[config.mk]
export PLATFORM = sky130hd
export DESIGN_NAME = quad_frame_detector
export DESIGN_NICKNAME = d
export VERILOG_FILES = /design/src/rtl/qfd_pkg.sv /design/src/rtl/qfd_next.sv /design/src/rtl/qfd_state_reg.sv /design/src/rtl/quad_frame_detector.sv
export SDC_FILE = /design/constraint.sdc
export NUM_CORES = 1
export LEC_CHECK = 0
export BUFFER_PORTS_ARGS = -buffer_cell sky130_fd_sc_hd__buf_2
export CORE_AREA = 3 3 40 42
export CTS_BUF_LIST = sky130_fd_sc_hd__clkbuf_16
export CTS_CLUSTER_DIAMETER = 60
export DETAILED_ROUTE_END_ITERATION = 16
export DIE_AREA = 0 0 43 45
export SLEW_MARGIN = 20
export SYNTH_ARGS = -nofsm -noshare
export SYNTH_HDL_FRONTEND = slang
export SYNTH_SLANG_ARGS = --single-unit
[constraint.sdc]
create_clock -name clk -period 2.62 [get_ports clk]
set_input_delay 0.262 -clock clk [delete_from_list [all_inputs] [get_ports clk]]
set_output_delay 0.262 -clock clk [all_outputs]
set_load 0.03 [all_outputs]
[src/rtl/qfd_pkg.sv]
package qfd_pkg;

  // Machine states. Prefix states hold inputs that can still match.
  // SKIP states only count out the rest of a frame that cannot match.
  typedef enum logic [2:0] {
    ST_START = 3'd0,  // no bits of the frame taken
    ST_LEAD0 = 3'd1,  // frame opened with 0
    ST_LEAD1 = 3'd2,  // frame opened with 1
    ST_MID   = 3'd3,  // 01 or 10 taken, 01 still needed
    ST_LAST  = 3'd4,  // 010 or 100 taken, a final 1 matches
    ST_SKIP2 = 3'd5,  // two bits taken, match impossible
    ST_SKIP3 = 3'd6   // three bits taken, match impossible
  } qfd_state_e;

endpackage

[src/rtl/qfd_next.sv]
module qfd_next
  import qfd_pkg::*;
(
  input  qfd_state_e cur_st,
  input  logic       bit_in,
  input  logic       bit_vld,
  output qfd_state_e nxt_st,
  output logic       hit_raw
);

  always_comb begin
    nxt_st  = cur_st;
    hit_raw = 1'b0;
    if (bit_vld) begin
      unique case (cur_st)
        ST_START: nxt_st = bit_in ? ST_LEAD1 : ST_LEAD0;
        ST_LEAD0: nxt_st = bit_in ? ST_MID   : ST_SKIP2;
        ST_LEAD1: nxt_st = bit_in ? ST_SKIP2 : ST_MID;
        ST_MID:   nxt_st = bit_in ? ST_SKIP3 : ST_LAST;
        ST_LAST: begin
          nxt_st  = ST_START;
          hit_raw = bit_in;
        end
        ST_SKIP2: nxt_st = ST_SKIP3;
        ST_SKIP3: nxt_st = ST_START;
        default:  nxt_st = ST_START;
      endcase
    end
  end

  // A pulse can only come from the three-bit matching prefix.
  always_comb begin
    AST_HIT_FROM_LAST: assert (!hit_raw || (cur_st == ST_LAST && bit_vld));
  end

endmodule

[src/rtl/qfd_state_reg.sv]
module qfd_state_reg
  import qfd_pkg::*;
(
  input  logic       clk,
  input  logic       rst,
  input  qfd_state_e nxt_st,
  input  logic       hit_raw,
  output qfd_state_e st_q,
  output logic       hit_q
);

  always_ff @(posedge clk) begin
    if (rst) begin
      st_q  <= ST_START;
      hit_q <= 1'b0;
    end else begin
      st_q  <= nxt_st;
      hit_q <= hit_raw;
    end
  end

  AST_RESET_START: assert property (@(posedge clk)
    rst |=> (st_q == ST_START && !hit_q));

endmodule

[src/rtl/quad_frame_detector.sv]
module quad_frame_detector
  import qfd_pkg::*;
#(
  parameter int GROUP_BITS = 4
) (
  input  logic clk,
  input  logic rst,
  input  logic bit_in,
  input  logic bit_vld,
  output logic hit,
  output logic hit_q
);

  localparam int CNT_W = (GROUP_BITS > 1) ? $clog2(GROUP_BITS) : 1;
  localparam logic [CNT_W-1:0] POS_LAST = CNT_W'(GROUP_BITS - 1);

  qfd_state_e cur_st;
  qfd_state_e nxt_st;
  logic       hit_raw;

  qfd_next u_next (
    .cur_st (cur_st),
    .bit_in (bit_in),
    .bit_vld(bit_vld),
    .nxt_st (nxt_st),
    .hit_raw(hit_raw)
  );

  // Reset masks the Mealy pulse in the same cycle.
  assign hit = hit_raw & ~rst;

  qfd_state_reg u_reg (
    .clk    (clk),
    .rst    (rst),
    .nxt_st (nxt_st),
    .hit_raw(hit),
    .st_q   (cur_st),
    .hit_q  (hit_q)
  );

  // Independent frame position, kept only for the properties below.
  logic [CNT_W-1:0] pos_q;
  always_ff @(posedge clk) begin
    if (rst)
      pos_q <= '0;
    else if (bit_vld)
      pos_q <= (pos_q == POS_LAST) ? '0 : pos_q + 1'b1;
  end

  AST_GROUP_RESTART: assert property (@(posedge clk) disable iff (rst)
    (bit_vld && pos_q == POS_LAST) |=> (cur_st == ST_START));

  AST_HIT_LAST_SLOT: assert property (@(posedge clk) disable iff (rst)
    hit |-> (bit_vld && pos_q == POS_LAST));

  AST_IDLE_HOLD: assert property (@(posedge clk) disable iff (rst)
    !bit_vld |=> $stable(cur_st));

  AST_IDLE_QUIET: assert property (@(posedge clk) disable iff (rst)
    !bit_vld |-> !hit);

  AST_DELAYED_COPY: assert property (@(posedge clk) disable iff (rst)
    hit_q == $past(hit));

endmodule

==> summary.md, run 1 <==
| Metric | Value |
|---|---|
| Status | finished, final reports clean |
| Worst-Margin Slew | about 0.3 ns |
| NetSw | 58.4 µW |
| Post-synthesis xor/xnor area fraction | 4.14% |
| #FFs+latches synth | 4 |
| Fin crit share | 59.7% |
| Gr ovfl total | 0 |
| Hold Path Class | in -> reg |
| DP Area | 255 µm² |
| Area delta synth->final | 56.2% |
| Clock power share | a little under three quarters |
| Core area | 1280 µm² |
| Postcts setup bufs | 0 |
| PortBufs | 5 |
| Synth Area in Compound Gates | 28.4% |
| Post-Synth Simple-Gate Area | between 20 and 25% |
| Total vias in the final route | 198 |
| Worst-path fanout max | 6 |
| WL/cell | 10.5 µm |
| Seq/Total Area, Yosys | 37.9% |
| Pre-Repair DR Iteration Count | 2 |
| Synth Area in Adders | 0% |
| Fmax | 0.640 GHz |
| Cts repair resizes | 0 |
| Dpl hpwl | 334 µm |
| Arr. time, crit path | 1.30 ns |
| Mux cell area share after synthesis | 5.33% |
| Slew headroom | 80.0% |
| N_diodes | 0 |
| Worst-path clk slew | about 0.03 ns |
| Critical path launch point type | flip-flop |
| Combinational power share | 7.2% |
| P_int | 272 µW |
| Synth Area per Inst | just under 10 µm² |
| WL final | 473 µm |
| RSZ-0062 raised after global routing | false |
| GRT Overall Usage | 6.49% |
| Layout cells sized above 1 | 40.0% |
| Clk_lat worst skew | 0.22 ns |
| Die extent in x | 43 µm |
| Crit path kind | reg -> out |
| Dominant combinational cell family by area after synthesis | compound AO/OA/AOI/OAI gates |
| Reg-to-reg critical path endpoint | u_reg.st_q[1] |
| Power Density | 1000 nW/µm² |
| Peak supply drop | 0.267 mV |
| Final hold vios | 0 |
| # hold bufs at CTS | 0 |
| CTS H-tree lvls | 1 |
| Hold-critical path depth | 2 |
| Ys Warns | 0 |
| Ports | 6 |
| First-pass GRT wire length | 828 µm |
| Synthesized instance count | 22 |
| Bufs on Longest Clock Path | 2 |
| Post-route minimum period | about 1.6 ns |
| Dominant cell type by area after synthesis | dfxtp_1 |
| Yosys top cell area share | 37.9% |
| Antenna viol nets, final | 0 |
| Worst R2R Path Depth | 3 |
| Total CTS buffers | 3 |
| Leakage power | 0.000144 µW |
| Max Cap Violations | 0 |
| Slew Limit Fails | 0 |
| Clk root buf | clkbuf_16 |
| Hold Path End | u_reg.st_q[0] |
| Final Cell Area | 330 µm² |
| Reg-to-reg slack, setup | 1.51 ns |
| Data required, critical path | 2.36 ns |
| Clock skew | 0.000211 ns |
| DR iter-0 viols | 1 |
| Final worst setup slack | 1.06 ns |
| CTS sink cnt | 4 |
| Reg2reg start | u_reg.st_q[2] |
| Die height | 45 µm |
| TritonCTS clock tree | done |
| Post-Syn Nets | 26 |
| Initial antenna violation count | 0 |
| DRC viols | 0 |
| Starting Density | 16.5% |
| Pre-CTS setup slack | 1.28 ns |
| NumNets Final | 36 |
| Setup TNS | 0 ns |
| Cell Area, Synth | 211 µm² |
| Net Sw Frac | approximately 18% |
| Dominant cells by area after synthesis | dfxtp_1 (38%), nor4b_1 (8.3%), nand2b_1 (5.9%) |
| Seq pwr share | 21.7% |
| # rows | 13 |
| Die footprint | ~1900 µm² |
| Via density | 4.40 |
| Hold Startpoint | rst |
| Vias in the first global route | around 190 |
| Final setup fails | 0 |
| Synth cell types | 16 |
| Gpl congestion | 0.759 |
| Largest net degree at the start of global routing | 9 |
| Critical path capture point type | primary output |
## through the flow
step                util [%]  instances  total power [µW]  hold slack, ns
finish                  25.7         45               331           0.277
global route            25.7         45               347           0.286
floorplan                  -         22              87.2           0.335
CTS                     25.7         45               335           0.275
global placement        19.9         42              95.3           0.502
detailed placement      19.9         42              96.0           0.507
## worst max-delay path, stage by stage (launching register included)
cell and delay [ns]:
dfxtp_1 0.35, nand2b_2 0.22, nor4b_1 0.26, buf_2 0.24
## sequential cells by signal, indices dropped and copies added (netlist names)
register     flops
u_reg.hit_q      1
u_reg.st_q       3
## final cells by class
class | instances | area (µm²)
Sequential cell | 4 | 80.1
Fill cell | 148 | 955
Multi-Input combinational cell | 18 | 131
Tap cell | 15 | 18.8
Clock buffer | 3 | 75.1
Timing Repair Buffer | 5 | 25.0
## placed cells by master, fill, tap and decap left out
cell type	n
nor3_1	1
o21ai_1	1
a21oi_2	1
a211oi_1	1
a2111oi_1	1
nand2b_2	1
a21o_2	1
clkbuf_16	3
nand2_1	1
xor2_1	1
nand2b_1	2
dfxtp_1	4
buf_2	5
o211a_1	1
mux2_2	1
a21oi_1	2
nor2_1	1
nor4b_1	2
## power groups by stage
stage	registers, µW	logic [µW]	clock network (µW)
after CTS	71.3	23.8	240
final	71.6	23.7	235
after global routing	72.3	26.7	248
after detailed placement	72.1	23.8	0
after global placement	72.1	23.3	0
after floorplan	70.8	16.4	0
## how the worst max path moves through the flow
| stage | startpoint | to | cells past startpoint |
|---|---|---|---|
| 2_1_floorplan | u_reg.st_q[0] | hit | 2 |
| 3_3_place_gp | u_reg.st_q[0] | hit | 3 |
| 3_5_place_dp | u_reg.st_q[0] | hit | 3 |
| 4_1_cts | u_reg.st_q[0] | hit | 3 |
| 5_1_grt | u_reg.st_q[0] | hit | 3 |
| 6_report | u_reg.st_q[0] | hit | 3 |
## synth_stat cells
library cell  number
nor2_1             1
nand2b_2           1
nor4b_1            2
a21oi_2            1
o211a_1            1
nand2b_1           2
nor3_1             1
a21o_2             1
mux2_2             1
dfxtp_1            4
a21oi_1            2
a211oi_1           1
a2111oi_1          1
nand2_1            1
xor2_1             1
o21ai_1            1
## cells by family (layout without fill, tap and decap cells)
family,Yosys count,in the layout
AO/OA/AOI/OAI,8,8
XOR/XNOR,1,1
buffers and inverters,0,8
flip-flops,4,4
multiplexers,1,1
AND/OR/NAND/NOR,8,8
## layer usage
layer / share of wire (%) / track usage (%) / wire (µm) / vias up
met5: 0 / 0 / 0 / -
met4: 3.6 / 7.23 / 17 / 0
met1: 55 / 8.43 / 259 / 88
met2: 35 / 6.59 / 164 / 8
met3: 6.8 / 3.59 / 32 / 2
li1: - / - / - / 100
Note: power is estimated with default switching activity, not from simulation.
==> run 2, diff against run 1 <==
clock period = 1.6 ns   (was 2.62 ns; I/O delays follow)
==> run 2 against run 1 <==
Compared with the run above: core utilization up 0.49 points; combinational power up 70%; critical path type unchanged; critical endpoint unchanged; clock skew increased by 0.0020 ns; worst setup slack worse by 0.88 ns; first-iteration DRC count rose to 3.0 times the previous value; critical path depth unchanged; sequential share of layout area fell by 0.45 points; largest cell class unchanged; die area is the same; design area increased by 1.9%; sequential power grew 63%; non-clock buffer count unchanged; final cell count unchanged.
==> summary.md, run 2 (synthesis results as in run 1) <==
| Metric | Value |
|---|---|
| Status | finished, final reports clean |
| Vias in the first global route | 182 (-4.7%) |
| Commonest non-fill, non-tap cells in the layout | buf_2 (5), dfxtp_1 (4), clkbuf_16 (3), nand2b_1 (2), a21oi_1 (2) |
| Slew Limit Fails | 0 (unchanged) |
| Power Density | 1620 nW/µm² (+62%) |
| Crit-path slowest cell | dfxtp_1 |
| NumNets Final | 36 (unchanged) |
| Final Cell Area | 337 µm² (+1.9%) |
| Family with the most delay on the worst path | simple AND/OR/NAND/NOR gates |
| TritonCTS clock tree | done |
| Post-route minimum period | about 1.4 ns |
| Hold Path Class | in -> reg |
| Leakage power | 0.000144 µW (+0.27%) |
| Biggest regs | u_reg.st_q: 3 flops, u_reg.hit_q: 1 flops |
| Layout cells sized above 1 | 43.3% (+3.3 points) |
| GRT Overall Usage | 6.48% (-0.011 points) |
| Crit path cell chain | nand2b_2, nor4b_2, buf_2 |
| Crit path kind | reg -> out |
| DP Area | 262 µm² (+2.5%) |
| Worst-path fanout max | 6 (unchanged) |
| Pre-Repair DR Iteration Count | 2 (unchanged) |
| Die height | 45 µm (unchanged) |
| # hold bufs at CTS | 0 (unchanged) |
| Initial antenna violation count | 0 (unchanged) |
| NetSw | 99.3 µW (+70%) |
| Seq pwr share | 21.4% (-0.3 points) |
| Clk root buf | clkbuf_16 |
| Layout filler cell count | 144 (-2.7%) |
| Worst-path clk slew | 0.03 ns (about the same) |
| Core area | 1280 µm² (unchanged) |
| Gpl congestion | 0.627 (-17%) |
| Die extent in x | 43 µm (unchanged) |
| Bufs on Longest Clock Path | 2 (unchanged) |
| Critical path launch point type | flip-flop |
| CTS H-tree lvls | 1 (unchanged) |
| DRC viols | 0 (unchanged) |
| WL/cell | 10.7 µm (+2.1%) |
| Ports | 6 (unchanged) |
| Via density | 4.24 (-3.5%) |
| P_int | 447 µW (+64%) |
| Largest net degree at the start of global routing | 9 (unchanged) |
| Fmax | roughly 0.7 GHz |
| Cts repair resizes | 0 (unchanged) |
| Total vias in the final route | 191 (-3.5%) |
| Fin crit share | 89.0% |
| Final setup fails | 0 (unchanged) |
| # rows | 13 (unchanged) |
| Commonest non-fill, non-tap cell in the layout | buf_2 |
| Final hold vios | 0 (unchanged) |
| Largest register FFs | 3 (unchanged) |
| RSZ-0062 raised after global routing | false |
| Combinational power share | 7.4% (+0.2 points) |
| CTS sink cnt | 4 (unchanged) |
| Clk_lat worst skew | 0.22 ns (about the same) |
| First-pass GRT wire length | 786 µm (-5.1%) |
| Critical path capture point type | primary output |
| Peak supply drop | 0.902 mV (+240%) |
| Area delta synth->final | 59.2% |
| Net Sw Frac | 18.2% (+0.55 points) |
| DR iter-0 viols | 3 (+2) |
| Dpl hpwl | 331 µm (-0.99%) |
| PortBufs | 5 (unchanged) |
| Worst path bufs/invs | 1 (unchanged) |
| N_diodes | 0 (unchanged) |
| Starting Density | 16.5% (unchanged) |
| WL final | 483 µm (+2.1%) |
| Postcts setup bufs | 0 (unchanged) |
| Total CTS buffers | 3 (unchanged) |
| Data required, critical path | 1.44 ns (-0.92 ns) |
| Antenna viol nets, final | 0 (unchanged) |
| Die footprint | 1940 µm² (unchanged) |
| Arr. time, crit path | 1.26 ns (-0.04 ns) |
| Max Cap Violations | 0 (unchanged) |
| Most flop-heavy register | u_reg.st_q |
| Gr ovfl total | 0 (unchanged) |
| Worst-Margin Slew | 0.315 ns (+0.0186 ns) |
| Final worst setup slack | 0.175 ns (-0.882 ns) |
| Final Util | 26.2% (+0.49 points) |
| Slowest cell delay on critical path | 0.35 ns (about the same) |
| Setup TNS | 0 ns (unchanged) |
| Slew headroom | 79.0% (-1.0 points) |
| Clock skew | 0.00217 ns (+0.00196 ns) |
| Clock power share | 71.2% (about the same) |
| Pre-CTS setup slack | 0.402 ns (-0.881 ns) |
## run 2: final timing paths
kind / from / end / slack, ns / cells past startpoint
setup / recovery: u_reg.st_q[0] / hit / 0.18 / 3
hold / removal: rst / u_reg.st_q[1] / 0.19 / 2
setup reg to reg: u_reg.st_q[2] / u_reg.st_q[1] / 0.49 / 3
hold reg to reg: u_reg.st_q[1] / u_reg.st_q[2] / 0.57 / 2
## run 2: cell type report
type,count,area (µm²),area share (%)
Sequential cell,4,80.1,23.8
Multi-Input combinational cell,18,138,40.9
Timing Repair Buffer,5,25.0,7.43
Clock buffer,3,75.1,22.3
Tap cell,15,18.8,5.58
## run 2: routing by layer
metal	global-route usage [%]	up-vias	wire length, µm
met4	5.42	0	0
met5	0	-	0
met2	6.59	7	183
met1	6.95	83	247
met3	7.17	0	52
li1	-	101	-
## run 2: per-stage QoR
| step | hold WS [ns] | total power, µW | instances |
|---|---|---|---|
| after CTS | 0.183 | 557 | 45 |
| after floorplan | 0.233 | 144 | 22 |
| after detailed placement | 0.417 | 158 | 42 |
| after global placement | 0.419 | 157 | 42 |
| after global routing | 0.194 | 575 | 45 |
| final | 0.187 | 546 | 45 |
## run 2: power by group through the flow
| stage | Sequential [µW] | Clock, µW | Combinational [µW] |
|---|---|---|---|
| 2_1_floorplan | 116 | 0 | 27.9 |
| 3_3_place_gp | 118 | 0 | 39.7 |
| 3_5_place_dp | 118 | 0 | 40.4 |
| 4_1_cts | 117 | 400 | 40.6 |
| 5_1_grt | 118 | 412 | 44.8 |
| 6_report | 117 | 389 | 40.2 |
==> run 3, diff against run 2 <==
RECOVER_POWER = 50   (was not set)
==> run 3 against run 2 <==
Compared with the run above: clock power about the same; combinational power about the same; core utilization shrank 0.097 points; hold slack unchanged; global-route usage did not move; design area shrank 0.37%; via count unchanged; clock skew about the same; sequential power about the same; die area did not move; maximum frequency stayed put; critical path type unchanged; critical endpoint unchanged; largest cell class unchanged.
==> summary.md, run 3 (synthesis results as in run 1) <==
| Metric | Value |
|---|---|
| Total CTS buffers | 3 (unchanged) |
| Most flop-heavy register | u_reg.st_q |
| Critical path capture point type | primary output |
| Antenna viol nets, final | 0 (unchanged) |
| Gr ovfl total | 0 (unchanged) |
| Fmax | 0.702 GHz (unchanged) |
| RSZ-0062 raised after global routing | false |
| Starting Density | 16.5% (unchanged) |
| Pre-Repair DR Iteration Count | 2 (unchanged) |
| First-pass GRT wire length | 786 µm (unchanged) |
| Setup TNS | 0 ns (unchanged) |
| Power Density | 1630 nW/µm² (+0.37%) |
| PortBufs | 5 (unchanged) |
| Post-route minimum period | 1.42 ns (unchanged) |
| Slew headroom | 75.9% (-3.1 points) |
| Vias in the first global route | 182 (unchanged) |
| Initial antenna violation count | 0 (unchanged) |
| Power Total | 546 µW (about the same) |
| Leakage power | 0.000140 µW (-3.1%) |
| Status | finished, final reports clean |
| Clk root buf | clkbuf_16 |
| Layout cells sized above 1 | 40.0% (-3.3 points) |
| Die height | 45 µm (unchanged) |
| WL/cell | 10.8 µm (+0.41%) |
| Layout filler cell count | 142 (-1.4%) |
| Total vias in the final route | 191 (unchanged) |
| Data required, critical path | 1.44 ns (about the same) |
| Final hold vios | 0 (unchanged) |
| Slew Limit Fails | 0 (unchanged) |
| Worst-Margin Slew | 0.364 ns (+0.0486 ns) |
| Fin crit share | 89.0% (unchanged) |
| Worst-path fanout max | 6 (unchanged) |
| Crit path kind | reg -> out |
| Hold Path Class | in -> reg |
| Die extent in x | 43 µm (unchanged) |
| Cts repair resizes | 0 (unchanged) |
| Biggest regs | u_reg.st_q: 3 flops, u_reg.hit_q: 1 flops |
| CTS sink cnt | 4 (unchanged) |
| Peak supply drop | 0.902 mV (about the same) |
| DRC viols | 0 (unchanged) |
| Largest net degree at the start of global routing | 9 (unchanged) |
| Max Cap Violations | 0 (unchanged) |
| Ports | 6 (unchanged) |
| WL final | 485 µm (+0.41%) |
| # hold bufs at CTS | 0 (unchanged) |
| Die footprint | 1940 µm² (unchanged) |
| Largest register FFs | 3 (unchanged) |
| # rows | 13 (unchanged) |
| NumNets Final | 36 (unchanged) |
| GRT Overall Usage | 6.48% (unchanged) |
| Clk_lat worst skew | 0.22 ns (about the same) |
| Worst-path clk slew | 0.03 ns (about the same) |
| Via density | 4.24 (unchanged) |
| Dpl hpwl | 331 µm (unchanged) |
| N_diodes | 0 (unchanged) |
| Gpl congestion | 0.627 (unchanged) |
| Core area | 1280 µm² (unchanged) |
| TritonCTS clock tree | done |
| Critical path launch point type | flip-flop |
| Final setup fails | 0 (unchanged) |
| Postcts setup bufs | 0 (unchanged) |
| Arr. time, crit path | 1.26 ns (about the same) |
| DR iter-0 viols | 3 (unchanged) |
| Area delta synth->final | 58.6% |
| CTS H-tree lvls | 1 (unchanged) |
| Bufs on Longest Clock Path | 2 (unchanged) |
| Clock skew | 0.00221 ns (+0.0000310 ns) |
| Commonest non-fill, non-tap cells in the layout | buf_2 (4), dfxtp_1 (4), clkbuf_16 (3), nand2b_1 (2), a21oi_1 (2) |
[run 3: area by class of cell]
type	instances	area, µm²	share of cell area, %
sequential	4	80.1	23.9
tap	15	18.8	5.60
timing repair buffer	5	23.8	7.09
multi-input combinational	18	138	41.0
clock buffer	3	75.1	22.4
[run 3: path summary, 6_finish.rpt]
kind | from | end | slack, ns | depth (start not counted)
max | u_reg.st_q[0] | hit | 0.18 | 3
min | rst | u_reg.st_q[1] | 0.19 | 2
max reg2reg | u_reg.st_q[2] | u_reg.st_q[1] | 0.49 | 3
min reg2reg | u_reg.st_q[1] | u_reg.st_q[2] | 0.57 | 2
[run 3: power by group]
group / internal [µW] / switching (µW) / leakage, µW
registers: 107 / 10.1 / 0.0000328
clock network: 319 / 69.7 / 0.0000370
logic: 20.5 / 19.7 / 0.0000697
total: 446 / 99.4 / 0.000140
[run 3: layer usage]
layer	wire length, µm	part of all wire, %	up-vias	GRT usage [%]
li1	-	-	101	-
met1	241	50	83	6.95
met2	183	38	7	6.59
met3	60	12	0	7.17
met4	0	0	0	5.42
met5	0	0	-	0
[run 3: critical path, cell delays in order (launching register included)]
cell      delay [ns]
dfxtp_1         0.35
nand2b_2        0.23
nor4b_2         0.24
buf_2           0.23
[run 3: per-stage QoR]
step / instance area, µm² / utilization, % / setup slack (ns) / hold WS (ns) / std cells
finish: 335 / 26.1 / 0.175 / 0.187 / 45
global route: 335 / 26.1 / 0.108 / 0.194 / 45
CTS: 337 / 26.2 / 0.156 / 0.183 / 45
detailed placement: 262 / 20.4 / 0.402 / 0.417 / 42
global placement: 262 / 20.4 / 0.423 / 0.419 / 42
floorplan: 218 / - / 0.247 / 0.233 / 22
